$ cat src/rtl/nand_hecc_pkg.sv
package nand_hecc_pkg;

    typedef enum logic [1:0] {
        MODE_OFF     = 2'b00,
        MODE_ACCUM   = 2'b01,
        MODE_READOUT = 2'b10,
        MODE_CLEAR   = 2'b11
    } hecc_mode_e;

    typedef enum logic [2:0] {
        ST_IDLE,
        ST_CLEAR,
        ST_ACCUM,
        ST_FULL,
        ST_READOUT
    } hecc_state_e;

    typedef enum logic [1:0] {
        POS_LINE_HI,
        POS_LINE_LO,
        POS_COLUMN
    } hecc_pos_e;

    localparam int CODE_BYTES = 3;
    localparam int CODE_W     = 8 * CODE_BYTES;

    // Column parity of one byte: bit 2k+s collects data bits whose index has bit k equal to s.
    function automatic logic [5:0] col_parity(input logic [7:0] d);
        logic [5:0] r;
        r = '0;
        for (int b = 0; b < 8; b++) begin
            for (int k = 0; k < 3; k++) begin
                if (((b >> k) & 1) != 0)
                    r[2*k+1] = r[2*k+1] ^ d[b];
                else
                    r[2*k] = r[2*k] ^ d[b];
            end
        end
        return r;
    endfunction

endpackage

$ cat src/rtl/nand_hecc_seg_acc.sv
module nand_hecc_seg_acc
    import nand_hecc_pkg::*;
#(
    parameter int ADDR_W = 8
) (
    input  logic                clk,
    input  logic                rst_n,
    input  logic                clr_i,
    input  logic                en_i,
    input  logic [ADDR_W-1:0]   addr_i,
    input  logic [7:0]          data_i,
    output logic [CODE_W-1:0]   code_o
);

    localparam int LP_W = 2 * ADDR_W;

    logic [LP_W-1:0] lp_q, lp_d;
    logic [5:0]      cp_q, cp_d;
    logic            byte_par;

    always_comb begin
        byte_par = ^data_i;
        lp_d     = lp_q;
        for (int j = 0; j < ADDR_W; j++) begin
            if (addr_i[j])
                lp_d[2*j+1] = lp_d[2*j+1] ^ byte_par;
            else
                lp_d[2*j] = lp_d[2*j] ^ byte_par;
        end
        cp_d = cp_q ^ col_parity(data_i);
    end

    always_ff @(posedge clk) begin
        if (!rst_n || clr_i) begin
            lp_q <= '0;
            cp_q <= '0;
        end else if (en_i) begin
            lp_q <= lp_d;
            cp_q <= cp_d;
        end
    end

    // byte 2 = column parity, byte 1 = upper line parity, byte 0 = lower line parity
    assign code_o = {~cp_q, 2'b11, ~lp_q[LP_W-1:ADDR_W], ~lp_q[ADDR_W-1:0]};

    AST_SEG_HOLD: assert property (@(posedge clk) disable iff (!rst_n)
        (!en_i && !clr_i) |=> ($stable(lp_q) && $stable(cp_q)));

    AST_SEG_CLEARED: assert property (@(posedge clk) disable iff (!rst_n)
        clr_i |=> (code_o == {CODE_W{1'b1}}));

    AST_SEG_LINE_FLIPS: assert property (@(posedge clk) disable iff (!rst_n)
        (en_i && !clr_i) |=> ($countones(lp_q ^ $past(lp_q)) == (^$past(data_i) ? ADDR_W : 0)));

endmodule

$ cat src/rtl/nand_hecc_ctrl.sv
module nand_hecc_ctrl
    import nand_hecc_pkg::*;
#(
    parameter int SEG_BYTES = 256,
    parameter int NUM_SEG   = 2,
    localparam int ADDR_W   = $clog2(SEG_BYTES),
    localparam int SEG_W    = (NUM_SEG > 1) ? $clog2(NUM_SEG) : 1,
    localparam int TOTAL    = SEG_BYTES * NUM_SEG,
    localparam int CNT_W    = $clog2(TOTAL + 1)
) (
    input  logic              clk,
    input  logic              rst_n,
    input  hecc_mode_e        mode_i,
    input  logic              wr_strobe_i,
    input  logic [7:0]        wr_data_i,
    input  logic              rd_strobe_i,
    input  logic [7:0]        flash_rdata_i,
    output logic              clr_o,
    output logic              acc_en_o,
    output logic [SEG_W-1:0]  seg_sel_o,
    output logic [ADDR_W-1:0] addr_o,
    output logic [7:0]        acc_byte_o,
    output logic              readout_o
);

    hecc_state_e      state_q, state_d;
    logic [CNT_W-1:0] cnt_q;
    logic             strobe;

    assign strobe = wr_strobe_i | rd_strobe_i;

    // next-state decode: mode and count select this cycle's action
    always_comb begin
        unique case (mode_i)
            MODE_CLEAR:   state_d = ST_CLEAR;
            MODE_ACCUM:   state_d = (cnt_q == CNT_W'(TOTAL)) ? ST_FULL : ST_ACCUM;
            MODE_READOUT: state_d = ST_READOUT;
            MODE_OFF:     state_d = ST_IDLE;
        endcase
    end

    always_ff @(posedge clk) begin
        if (!rst_n)
            state_q <= ST_IDLE;
        else
            state_q <= state_d;
    end

    // action outputs
    always_comb begin
        clr_o     = 1'b0;
        acc_en_o  = 1'b0;
        readout_o = 1'b0;
        unique case (state_d)
            ST_CLEAR:   clr_o     = 1'b1;
            ST_ACCUM:   acc_en_o  = strobe;
            ST_READOUT: readout_o = 1'b1;
            ST_IDLE,
            ST_FULL:    ;
        endcase
    end

    always_ff @(posedge clk) begin
        if (!rst_n || clr_o)
            cnt_q <= '0;
        else if (acc_en_o)
            cnt_q <= cnt_q + CNT_W'(1);
    end

    assign addr_o     = cnt_q[ADDR_W-1:0];
    assign acc_byte_o = wr_strobe_i ? wr_data_i : flash_rdata_i;

    generate
        if (NUM_SEG > 1) begin : g_multi
            assign seg_sel_o = cnt_q[ADDR_W +: SEG_W];
        end else begin : g_single
            assign seg_sel_o = '0;
        end
    endgenerate

    AST_CNT_BOUND: assert property (@(posedge clk) disable iff (!rst_n)
        cnt_q <= CNT_W'(TOTAL));

    AST_FULL_STICKY: assert property (@(posedge clk) disable iff (!rst_n)
        (state_q == ST_FULL && mode_i != MODE_CLEAR) |-> (cnt_q == CNT_W'(TOTAL)));

    AST_OFF_FREEZE: assert property (@(posedge clk) disable iff (!rst_n)
        (mode_i == MODE_OFF || mode_i == MODE_READOUT) |=> $stable(cnt_q));

    AST_CLEAR_RESTART: assert property (@(posedge clk) disable iff (!rst_n)
        (mode_i == MODE_CLEAR) |=> (cnt_q == '0));

    AST_ONE_STROBE: assert property (@(posedge clk) disable iff (!rst_n)
        !(wr_strobe_i && rd_strobe_i));

endmodule

$ cat src/rtl/nand_hecc_readout.sv
module nand_hecc_readout
    import nand_hecc_pkg::*;
#(
    parameter int NUM_SEG  = 2,
    localparam int SEG_W   = (NUM_SEG > 1) ? $clog2(NUM_SEG) : 1
) (
    input  logic                      clk,
    input  logic                      rst_n,
    input  logic                      readout_i,
    input  logic                      rd_strobe_i,
    input  logic [NUM_SEG*CODE_W-1:0] codes_i,
    output logic [7:0]                ecc_byte_o
);

    hecc_pos_e        pos_q, pos_d;
    logic [SEG_W-1:0] grp_q, grp_d;
    logic             last_grp;
    logic [CODE_W-1:0] cur_code;

    assign last_grp = (grp_q == SEG_W'(NUM_SEG - 1));

    always_comb begin
        pos_d = pos_q;
        grp_d = grp_q;
        if (!readout_i) begin
            pos_d = POS_LINE_HI;
            grp_d = '0;
        end else if (rd_strobe_i) begin
            unique case (pos_q)
                POS_LINE_HI: pos_d = POS_LINE_LO;
                POS_LINE_LO: pos_d = POS_COLUMN;
                POS_COLUMN: begin
                    pos_d = POS_LINE_HI;
                    grp_d = last_grp ? '0 : grp_q + SEG_W'(1);
                end
                default: pos_d = POS_LINE_HI;
            endcase
        end
    end

    always_ff @(posedge clk) begin
        if (!rst_n) begin
            pos_q <= POS_LINE_HI;
            grp_q <= '0;
        end else begin
            pos_q <= pos_d;
            grp_q <= grp_d;
        end
    end

    always_comb begin
        cur_code = codes_i[int'(grp_q)*CODE_W +: CODE_W];
        unique case (pos_q)
            POS_LINE_HI: ecc_byte_o = cur_code[15:8];
            POS_LINE_LO: ecc_byte_o = cur_code[7:0];
            POS_COLUMN:  ecc_byte_o = cur_code[23:16];
            default:     ecc_byte_o = cur_code[15:8];
        endcase
    end

    AST_POS_LEGAL: assert property (@(posedge clk) disable iff (!rst_n)
        (pos_q != 2'd3) && (int'(grp_q) < NUM_SEG));

    AST_POS_HOME: assert property (@(posedge clk) disable iff (!rst_n)
        !readout_i |=> (pos_q == POS_LINE_HI && grp_q == '0));

    AST_POS_WRAP: assert property (@(posedge clk) disable iff (!rst_n)
        (readout_i && rd_strobe_i && pos_q == POS_COLUMN && last_grp)
            |=> (pos_q == POS_LINE_HI && grp_q == '0));

    AST_POS_HOLD: assert property (@(posedge clk) disable iff (!rst_n)
        (readout_i && !rd_strobe_i) |=> ($stable(pos_q) && $stable(grp_q)));

endmodule

$ cat src/rtl/nand_hecc_engine.sv
module nand_hecc_engine
    import nand_hecc_pkg::*;
#(
    parameter int SEG_BYTES = 256,
    parameter int NUM_SEG   = 2
) (
    input  logic       clk,
    input  logic       rst_n,
    input  logic [1:0] mode_i,
    input  logic       wr_strobe_i,
    input  logic [7:0] wr_data_i,
    input  logic       rd_strobe_i,
    input  logic [7:0] flash_rdata_i,
    output logic [7:0] port_rdata_o
);

    localparam int ADDR_W = $clog2(SEG_BYTES);
    localparam int SEG_W  = (NUM_SEG > 1) ? $clog2(NUM_SEG) : 1;

    logic              clr;
    logic              acc_en;
    logic [SEG_W-1:0]  seg_sel;
    logic [ADDR_W-1:0] addr;
    logic [7:0]        acc_byte;
    logic              readout;
    logic [7:0]        ecc_byte;
    logic [NUM_SEG*CODE_W-1:0] codes;

    nand_hecc_ctrl #(
        .SEG_BYTES (SEG_BYTES),
        .NUM_SEG   (NUM_SEG)
    ) u_ctrl (
        .clk           (clk),
        .rst_n         (rst_n),
        .mode_i        (hecc_mode_e'(mode_i)),
        .wr_strobe_i   (wr_strobe_i),
        .wr_data_i     (wr_data_i),
        .rd_strobe_i   (rd_strobe_i),
        .flash_rdata_i (flash_rdata_i),
        .clr_o         (clr),
        .acc_en_o      (acc_en),
        .seg_sel_o     (seg_sel),
        .addr_o        (addr),
        .acc_byte_o    (acc_byte),
        .readout_o     (readout)
    );

    generate
        for (genvar g = 0; g < NUM_SEG; g++) begin : g_seg
            nand_hecc_seg_acc #(
                .ADDR_W (ADDR_W)
            ) u_acc (
                .clk    (clk),
                .rst_n  (rst_n),
                .clr_i  (clr),
                .en_i   (acc_en && (seg_sel == SEG_W'(g))),
                .addr_i (addr),
                .data_i (acc_byte),
                .code_o (codes[g*CODE_W +: CODE_W])
            );
        end
    endgenerate

    nand_hecc_readout #(
        .NUM_SEG (NUM_SEG)
    ) u_readout (
        .clk         (clk),
        .rst_n       (rst_n),
        .readout_i   (readout),
        .rd_strobe_i (rd_strobe_i),
        .codes_i     (codes),
        .ecc_byte_o  (ecc_byte)
    );

    assign port_rdata_o = readout ? ecc_byte : flash_rdata_i;

endmodule

$ cat config.mk
export PLATFORM = sky130hd
export DESIGN_NAME = nand_hecc_engine
export DESIGN_NICKNAME = d
export VERILOG_FILES = /design/src/rtl/nand_hecc_pkg.sv /design/src/rtl/nand_hecc_seg_acc.sv /design/src/rtl/nand_hecc_ctrl.sv /design/src/rtl/nand_hecc_readout.sv /design/src/rtl/nand_hecc_engine.sv
export SDC_FILE = /design/constraint.sdc
export NUM_CORES = 1
export LEC_CHECK = 0
export CAP_MARGIN = 20
export CORE_MARGIN = 3
export CORE_UTILIZATION = 40
export DETAILED_ROUTE_END_ITERATION = 6
export DONT_BUFFER_PORTS = 1
export SLEW_MARGIN = 20
export SYNTH_ARGS = -nofsm -noshare
export SYNTH_HDL_FRONTEND = slang
export SYNTH_SLANG_ARGS = --single-unit
$ cat constraint.sdc
create_clock -name clk -period 2.1 [get_ports clk]
set_input_delay 0.42 -clock clk [delete_from_list [all_inputs] [get_ports clk]]
set_output_delay 0.42 -clock clk [all_outputs]
set_load 0.05 [all_outputs]
==> run summary <==
### Placement
* post-placement cell count: 504
* minimum setup slack after placement: -0.0557 ns
* HPWL after detailed placement: 5810 um
* routability-driven placement congestion ratio: 0.812
* Port-buffer cells: 0

### Detailed routing
* violation count after the first detailed-route iteration: 148
* first drt pass iteration count: 4
* antenna viol nets, final: 0
* average routed wire per standard cell: 16.5 um
* Routed Wire Length: 8810 um
* total DRC errors in the routed layout: 0
* average vias per placed instance: 5.60
* via count: 2989

### Min path
* Hold WC Path Type: in -> reg

### Logic synthesis
* Post-synth ARST share: 0%
* biggest area contributors in the synthesized netlist: dfxtp_1 (34%), mux2i_1 (9.6%), xor2_1 (6.8%), nand2_1 (6.5%), or4_1 (5.0%)
* number of different library cells in the post-synthesis netlist: 35
* area fraction of the dominant cell type after synthesis: 34.3%
* count of yosys warnings during synthesis: 0
* Synth Flop Type: dfxtp_1
* synthesized cell area: 3330 um2
* EDFF count, synth: 0
* cell type contributing the most total cell area after synthesis: dfxtp_1
* number of standard cells after synthesis: 405
* flop and latch count out of synthesis: 57
* total nets after synthesis: 432
* sequential area share after synthesis: 34.3%
* Avg Synthesized Cell Area: 8.21 um2

### Final layout
* number of antenna repair diodes: 0
* multi-input gate area in the final layout: 2220 um2
* layout-stage area growth over the synthesis result: 28.3%
* layout cell share with drive strength beyond 1: 23.4%
* # nets final: 454
* area taken by flip-flops and latches: 1150 um2
* final non-filler cell total: 534
* Final Util: 54.1%
* Filler cells: 725

### STA
* share of the cycle needed by the critical path after routing: 105%
* Worst Setup Slack, final: -0.106 ns
* maximum frequency from static timing analysis: 453 MHz
* unrepaired setup endpoints after global routing: yes
* Least-Margin Pin Slew: 0.619 ns
* final slew viol count: 0
* Fin. Hold Viols: 0
* post-layout min period: 2.21 ns
* worst slew margin relative to its limit: 58.8%
* setup violators final: 8
* setup clock skew after layout: 0.00926 ns

### GRT
* first-pass GRT wire length: 14900 um
* overall overflow remaining after global route: 0
* maximum number of pins on one net before global-route repair: 55
* GRT Total Usage: 19.5%
* initial antenna violation count: 0
* via count of the first global-routing pass: 2940

### Power and ir drop
* static leakage: 0.00152 uW
* switching power: 876 uW
* areal power density over the cells: 684 nW/um2
* Cell Int Power: 2040 uW
* Comb power frac: 23.4%
* IR drop worst, VDD: 0.000329 V
* switching fraction of total power: 30.0%
* share of power burned in registers: 38.4%
* clock power share: 38.2%

### Floorplan
* core region area: 7890 um2
* width of the chip: 97.2 um
* die outline height: 97.2 um
* count of standard-cell rows: 32
* full die area: 9440 um2
* I/O pin count: 30
* initial cell density of the core: 42.2%

### Clocking
* CTS H-tree depth: 3
* TritonCTS clock tree: built
* Clk Tree Root Cell: clkbuf_8
* number of buffers added by the clock tree synthesis step: 9
* Clock Pin Slew Worst Setup and Hold Paths: 0.07 ns
* source-to-sink clock delay at the later pin of the worst-skew pair: 0.35 ns
* clk sinks: 57
* maximum buffer depth of the clock tree: 2

### Setup path
* required time reported for the critical path endpoint: 1.68 ns
* critical path arrival: 1.79 ns
* standard cell with the maximum stage delay on the critical path: dfxtp_4
* chain of cells forming the critical path: buf_12, buf_12, mux2i_2, a22oi_1, nand2_1, o21ai_2, o21ai_2, buf_12
* startpoint type of the worst setup path: register
* Setup Crit Path Kind: reg -> out
* Worst path max stage delay: 0.35 ns
* crit path max fanout: 6
* Worst Setup End Kind: primary output
* CP Buf/Inv Count: 3
* gate family responsible for the most delay along the worst path: buffers and inverters
* cell repeated most along the worst path: buf_12

### Outcome
* violations in the final reports: negative setup slack
* status: finished with violations

### Flow run
* Max Cap Viol: 0

## cell usage after synthesis (3+ instances only)
cell type	n
a21oi_1	23
mux2i_1	32
ha_1	5
xnor2_2	3
o211ai_1	14
nand2_1	58
inv_1	5
clkbuf_1	20
o31ai_1	8
nor3_1	4
a22oi_1	6
or3_1	22
or4_1	22
buf_2	3
xor2_1	26
dfxtp_1	57
buf_1	4
nand3_1	3
nand4_1	3
xnor2_1	14
nor2_1	27
o21ai_0	29
## timing repair
| action | CTS | global route |
|---|---|---|
| buffers inserted | 10 | 4 |
| cloned | 1 | 0 |
| pin swaps | 10 | 12 |
| gates resized for setup | 30 | 24 |
| hold buffers | 0 | 0 |
| endpoints found under the setup margin | 8 | 24 |
| endpoints found under the hold margin | 0 | 0 |
## sequential cells by signal, summed over array words and instances, names as in the netlist
name,cells
g_seg.u_acc.cp_q,12
u_readout.pos_q,2
u_readout.grp_q,1
g_seg.u_acc.lp_q,32
u_ctrl.cnt_q,10
## cells by family after synthesis
kind of cell	Yosys count	share of synthesized area [%]
simple gates	150	22.9
compound gates	80	14.1
flops	57	34.3
xor+xnor	43	12.0
buf+inv	38	5.15
mux	32	9.63
fa+ha+maj	5	1.88
## layout by cell type, fill, tap and decap left out, types with 8 or more instances in the layout
master	netlist	final
nand2_1	58	58
dfxtp_1	57	54
buf_4	2	27
nor2_1	27	26
xor2_1	26	26
mux2i_1	32	23
a21oi_1	23	23
or3_1	22	22
or4_1	22	22
buf_12	0	16
xnor2_1	14	14
o211ai_1	14	14
o21ai_2	0	13
o21ai_0	29	13
clkbuf_8	0	9
o31ai_1	8	8
## through the flow
stage               instance area, um2  power, uW  TNS [ns]  hold slack, ns
floorplan                         3370       1590   -0.0177           0.452
global placement                  3730       1790         0           0.461
detailed placement                3730       1800    -0.137           0.473
CTS                               4170       2930    -0.828           0.217
global route                      4270       3050     -1.10           0.264
finish                            4270       2920    -0.509           0.227
## layout make-up
class | instances | share of cell area [%]
clock buffer | 9 | 2.90
clock inverter | 7 | 1.99
inverter | 5 | 0.440
multi-input combinational | 310 | 52.1
sequential | 57 | 27.0
tap | 102 | 2.99
timing repair buffer | 44 | 12.6
## worst paths after layout
kind / start / endpoint / slack [ns] / cells after the start
worst max-delay path: u_readout.grp_q$_SDFFE_PN0P_ / port_rdata_o[7] / -0.11 / 8
worst min-delay path: rd_strobe_i / u_readout.pos_q[1]$_SDFFE_PN0P_ / 0.23 / 2
worst max register to register: u_ctrl.cnt_q[0]$_SDFFE_PP0N_ / g_seg[0].u_acc.lp_q[6]$_SDFFE_PP0P_ / 0.16 / 7
worst min register to register: g_seg[1].u_acc.lp_q[7]$_SDFFE_PP0P_ / g_seg[1].u_acc.lp_q[7]$_SDFFE_PP0P_ / 0.49 / 2
## power by group through the flow
stage	clock network, uW	logic [uW]	registers [uW]
floorplan	0	453	1140
global placement	0	648	1140
detailed placement	0	657	1140
CTS	1140	672	1120
global route	1190	743	1120
finish	1120	683	1120
## layer usage
layer / routed length [um] / up-vias / global-route usage, %
li1: - / 1476 / -
met1: 3900 / 1429 / 24.3
met2: 4260 / 76 / 32.8
met3: 562 / 8 / 3.66
met4: 91 / 0 / 8.10
met5: 0 / - / 0
Note: power is estimated with default switching activity, not from simulation.
